--- src/rtl/hz_pkg.sv ---
package hz_pkg;

  // Decision taken for the decode-stage instruction in the current cycle.
  typedef enum logic [1:0] {
    HZ_RUN      = 2'd0,
    HZ_HOLD     = 2'd1,
    HZ_REDIRECT = 2'd2
  } hz_action_e;

endpackage

--- src/rtl/hz_dst_track.sv ---
// Shift chain of destination records for instructions that left decode.
// Entry 0 is the execute stage, entry DEPTH-1 the last stage still unreadable.
module hz_dst_track #(
  parameter int AW    = 5,
  parameter int DEPTH = 2
) (
  input  logic              clk,
  input  logic              rst_n,
  input  logic              in_wr,
  input  logic [AW-1:0]     in_rd,
  output logic [DEPTH-1:0]  stg_wr,
  output logic [DEPTH*AW-1:0] stg_rd
);

  logic [DEPTH-1:0]    wr_nxt;
  logic [DEPTH*AW-1:0] rd_nxt;

  for (genvar g = 0; g < DEPTH; g++) begin : g_stage
    if (g == 0) begin : g_head
      always_comb begin
        wr_nxt[0]       = in_wr;
        rd_nxt[0 +: AW] = in_rd;
      end
    end else begin : g_body
      always_comb begin
        wr_nxt[g]            = stg_wr[g-1];
        rd_nxt[g*AW +: AW]   = stg_rd[(g-1)*AW +: AW];
      end
    end

    // Valid bit always advances; the address register is clock-enabled
    // by the incoming valid bit so bubbles do not toggle it.
    always_ff @(posedge clk or negedge rst_n) begin
      if (!rst_n) begin
        stg_wr[g] <= 1'b0;
      end else begin
        stg_wr[g] <= wr_nxt[g];
      end
    end

    always_ff @(posedge clk or negedge rst_n) begin
      if (!rst_n) begin
        stg_rd[g*AW +: AW] <= '0;
      end else if (wr_nxt[g]) begin
        stg_rd[g*AW +: AW] <= rd_nxt[g*AW +: AW];
      end
    end
  end

endmodule

--- src/rtl/hz_src_match.sv ---
// Compares one decode-stage source against every tracked destination.
module hz_src_match #(
  parameter int AW    = 5,
  parameter int DEPTH = 2
) (
  input  logic                used,
  input  logic [AW-1:0]       addr,
  input  logic [DEPTH-1:0]    stg_wr,
  input  logic [DEPTH*AW-1:0] stg_rd,
  output logic                hit
);

  logic [DEPTH-1:0] per_stage;
  logic             addr_live;

  for (genvar g = 0; g < DEPTH; g++) begin : g_cmp
    always_comb per_stage[g] = stg_wr[g] && (stg_rd[g*AW +: AW] == addr);
  end

  always_comb begin
    addr_live = (addr != '0);
    hit       = used && addr_live && (|per_stage);
  end

endmodule

--- src/rtl/hz_ctrl.sv ---
// Resolves hold against redirect; hold wins.
module hz_ctrl
  import hz_pkg::*;
#(
  parameter int NUM_SRC = 2
) (
  input  logic               id_valid,
  input  logic [NUM_SRC-1:0] src_hit,
  input  logic               is_branch,
  input  logic               br_cond,
  output logic               stall,
  output logic               bubble,
  output logic               flush
);

  hz_action_e act;

  always_comb begin
    act = HZ_RUN;
    if (id_valid && (|src_hit)) begin
      act = HZ_HOLD;
    end else if (id_valid && is_branch && br_cond) begin
      act = HZ_REDIRECT;
    end
  end

  always_comb begin
    stall  = (act == HZ_HOLD);
    bubble = (act == HZ_HOLD);
    flush  = (act == HZ_REDIRECT);
  end

endmodule

--- src/rtl/hz_interlock.sv ---
// Decode-stage interlock for a pipeline without operand bypass.
module hz_interlock #(
  parameter int REG_AW      = 5,
  parameter int NUM_SRC     = 2,
  // Stages between decode and write-back whose results are not yet readable.
  parameter int HOLD_STAGES = 2
) (
  input  logic                      clk,
  input  logic                      rst_n,
  input  logic                      id_valid_i,
  input  logic [NUM_SRC*REG_AW-1:0] id_src_addr_i,
  input  logic [NUM_SRC-1:0]        id_src_used_i,
  input  logic [REG_AW-1:0]         id_dst_addr_i,
  input  logic                      id_dst_we_i,
  input  logic                      id_is_branch_i,
  input  logic                      id_br_cond_i,
  output logic                      stall_o,
  output logic                      bubble_o,
  output logic                      flush_o
);

  localparam int TRK_W = HOLD_STAGES * REG_AW;

  logic [HOLD_STAGES-1:0] trk_wr;
  logic [TRK_W-1:0]       trk_rd;
  logic [NUM_SRC-1:0]     src_hit;
  logic                   push_wr;
  logic                   stall_w;
  logic                   bubble_w;
  logic                   flush_w;

  for (genvar k = 0; k < NUM_SRC; k++) begin : g_src
    hz_src_match #(
      .AW    (REG_AW),
      .DEPTH (HOLD_STAGES)
    ) match_i (
      .used   (id_src_used_i[k]),
      .addr   (id_src_addr_i[k*REG_AW +: REG_AW]),
      .stg_wr (trk_wr),
      .stg_rd (trk_rd),
      .hit    (src_hit[k])
    );
  end

  hz_ctrl #(
    .NUM_SRC (NUM_SRC)
  ) ctrl_i (
    .id_valid  (id_valid_i),
    .src_hit   (src_hit),
    .is_branch (id_is_branch_i),
    .br_cond   (id_br_cond_i),
    .stall     (stall_w),
    .bubble    (bubble_w),
    .flush     (flush_w)
  );

  // A record enters execute only for an accepted, writing, nonzero destination;
  // a stall cycle pushes an empty record (the bubble).
  always_comb begin
    push_wr = id_valid_i && id_dst_we_i && (id_dst_addr_i != '0) && !stall_w;
  end

  hz_dst_track #(
    .AW    (REG_AW),
    .DEPTH (HOLD_STAGES)
  ) track_i (
    .clk    (clk),
    .rst_n  (rst_n),
    .in_wr  (push_wr),
    .in_rd  (id_dst_addr_i),
    .stg_wr (trk_wr),
    .stg_rd (trk_rd)
  );

  always_comb begin
    stall_o  = stall_w;
    bubble_o = bubble_w;
    flush_o  = flush_w;
  end

endmodule

--- config.mk ---
export PLATFORM = sky130hd
export DESIGN_NAME = hz_interlock
export DESIGN_NICKNAME = d
export VERILOG_FILES = /design/src/rtl/hz_pkg.sv /design/src/rtl/hz_dst_track.sv /design/src/rtl/hz_src_match.sv /design/src/rtl/hz_ctrl.sv /design/src/rtl/hz_interlock.sv
export SDC_FILE = /design/constraint.sdc
export NUM_CORES = 1
export LEC_CHECK = 0
export BUFFER_PORTS_ARGS = -buffer_cell sky130_fd_sc_hd__buf_4
export CORE_MARGIN = 1.5
export CORE_UTILIZATION = 43
export DETAILED_ROUTE_END_ITERATION = 7
export MAX_ROUTING_LAYER = met4
export PLACE_DENSITY = 0.79
export SYNTH_ARGS = -nofsm -noshare
export SYNTH_HDL_FRONTEND = slang
export SYNTH_SLANG_ARGS = --single-unit
--- constraint.sdc ---
create_clock -name clk -period 1.7 [get_ports clk]
set_input_delay 0.17 -clock clk [delete_from_list [all_inputs] [get_ports clk]]
set_output_delay 0.17 -clock clk [all_outputs]
set_load 0.02 [all_outputs]
==> reports/results.ini <==
[outcome]
status = finished with violations
violations = setup timing

[synthesis]
syn_inst = 65
yosys.area.top_type_share_pct = 39.3
avgSynthCellArea_um2 = 11.7
synth_top_family_by_area = XOR/XNOR gates
synth_compound_area_share_pct = 6.23
syn_nets = 88
synth_xor_area_share_pct = 23.0
ys_types = 18
yosys.area_share.simple_pct = 11.3
synth_edf_count = 0
synthFlopType = dfrtp_1
async_flop_share_pct = 100
ys_ff_latch = 12
netlist_area_um2 = 763
synth_warnings = 0
synth.area.top_cells = dfrtp_1 39%, xnor2_1 23%, mux2_4 9.8%, mux2_2 7.4%, nand4_1 3.3%
synth_fa_ha_area_share_pct = 0
synth_mux_area_share_pct = 17.2
yosys-top-cells-count = 20 x xnor2_1, 12 x dfrtp_1, 5 x mux2_2, 5 x mux2_4, 5 x nand2_1
seq_area_frac_synth_pct = 39.3
yosys.area.top_type = dfrtp_1
yosysMostFrequentCell = xnor2_1

[place]
place_ws_ps = -282
hpwl_um = 1580
portBuffers = 25
routabilityCongestion = 0.883
dpl-instance-area_um2 = 1040

[sta]
rsz0062_at_grt = yes
setup_viol = 8
relSlewSlack_pct = 86.4
skew_ps = 5.25
slew_viol_final = 0
finalCriticalPeriod_ps = 1990
fmax_mhz = 502
setup_tns_ps = -1720
final-hold-violation-count = 0
fin_crit_sh_pct = 117
holdWs_ps = 129
final.setup.worst_slack_ps = -294
worst_pin_slew_ps = 204

[critical_path]
crit_arrival_ps = 1820
path_class = flop to primary output
cp-start-kind = flop
regToRegSetupSlack_ps = -190
worstPathMaxFanout = 3
worst_setup_path_end_kind = primary output
cp.required_ps = 1530

[global_route]
grt_antenna_before_repair = 0
track_usage_pct = 22.1
grt_max_degree = 13
grt_pass1_wl_um = 2970
grt_remaining_overflow = 0
grt_pass1_vias = 677

[detailed_routing]
final_antenna_net_count = 0
viasPerCell = 5.35
drt-total-wl_um = 1920
dr.pass1.iters = 4
drc = 0
wl_per_cell_um = 15.5
drtIter0Drc = 10
vias = 664

[floorplanning]
dieWidth_um = 45.1
rows = 15
ios = 26
core_area_um2 = 1690
start_util_pct = 45.2
die_y_um = 45.1
die_area_um2 = 2040

[layout]
drive_gt1_share_pct = 55.1
area_delta_synth_final_pct = 48.2
fin_area_um2 = 1130
nNetsFinal = 131
insertedDiodeCount = 0
fillers = 140

[flow_run]
drv_cap = 0

[worst_hold_path]
hp-class = primary input to flop

[clocking]
root_buffer = clkbuf_4
cts_buffers = 3
clock_latency_ps = 280
path_clk_slew_ps = 80
htreeDepth = 1
cts_tree = built
cts_num_sinks = 12
cts_buffer_depth = 2

[power_and_ir_drop]
powerDensity_nw_per_um2 = 897
p_leak_nw = 0.498
ir_drop_uv = 472

layout by cell type, fill, tap and decap left out, types with 2 or more instances in the layout:
master	count
buf_4	38
xnor2_1	19
dfrtp_1	12
nand2_1	5
mux2_2	5
mux2_4	5
nand4_1	4
clkbuf_4	3
or4_1	2
buf_6	2
final timing paths:
path / start / endpoint / cells past startpoint
min in group asynchronous: rst_n / track_i.stg_rd[5] / 2
max in group asynchronous: rst_n / track_i.stg_rd[2] / 2
min: id_dst_addr_i[4] / track_i.stg_rd[4] / 2
max reg2reg: track_i.stg_rd[6] / track_i.stg_rd[1] / 8
min reg2reg: track_i.stg_wr[0] / track_i.stg_wr[1] / 0
max: track_i.stg_rd[5] / stall_o / 7
flip-flops by register name, indices dropped and copies added, names as in the netlist:
name / cells
track_i.stg_rd: 10
track_i.stg_wr: 2
power by group:
group	internal, mW	switching [mW]	total [mW]
clock	0.130	0.0976	0.228
combinational	0.245	0.123	0.369
sequential	0.343	0.0745	0.418
total	0.719	0.295	1.01
worst max-delay path, cell delays in order (launching register included):
cell and delay, ps:
dfrtp_1 440, xnor2_2 180, nand4_1 120, o22ai_1 220
a32oi_2 100, buf_4 150, and2b_2 200, buf_4 130
kinds of logic (layout without fill, tap and decap cells):
kind of cell	Yosys count	count (layout)
compound gates	5	5
xor+xnor	20	20
buf+inv	3	45
flops	12	12
mux	10	10
simple gates	15	15
final cells by class:
type	count	area (um2)	share of cell area, %
Timing Repair Buffer	41	318	28.1
Clock buffer	4	36.3	3.21
Tap cell	17	21.3	1.88
Sequential cell	12	300	26.5
Multi-Input combinational cell	50	455	40.3
through the flow:
step / utilization, % / cells / total power [mW]
floorplan: - / 65 / 0.612
global placement: 61.6 / 116 / 0.742
detailed placement: 61.6 / 116 / 0.760
CTS: 65.3 / 122 / 0.995
global route: 67.0 / 124 / 1.08
finish: 67.0 / 124 / 1.01
routing by layer:
layer | wire (um) | track usage [%] | vias to the layer above | share of wire [%]
met4 | 34 | 8.82 | 0 | 1.8
met3 | 94 | 5.20 | 5 | 4.9
li1 | - | - | 314 | -
met1 | 742 | 23.3 | 320 | 39
met2 | 1050 | 39.1 | 25 | 55
met5 | 0 | - | - | 0
timing repair:
item,in CTS,in global routing
endpoints found under the hold margin,12,0
buffers inserted,1,2
hold buffers,1,0
resized for setup,3,2
cloned,0,0
pin swaps,4,6
setup endpoints to repair,8,8
Note: power is estimated with default switching activity, not from simulation.
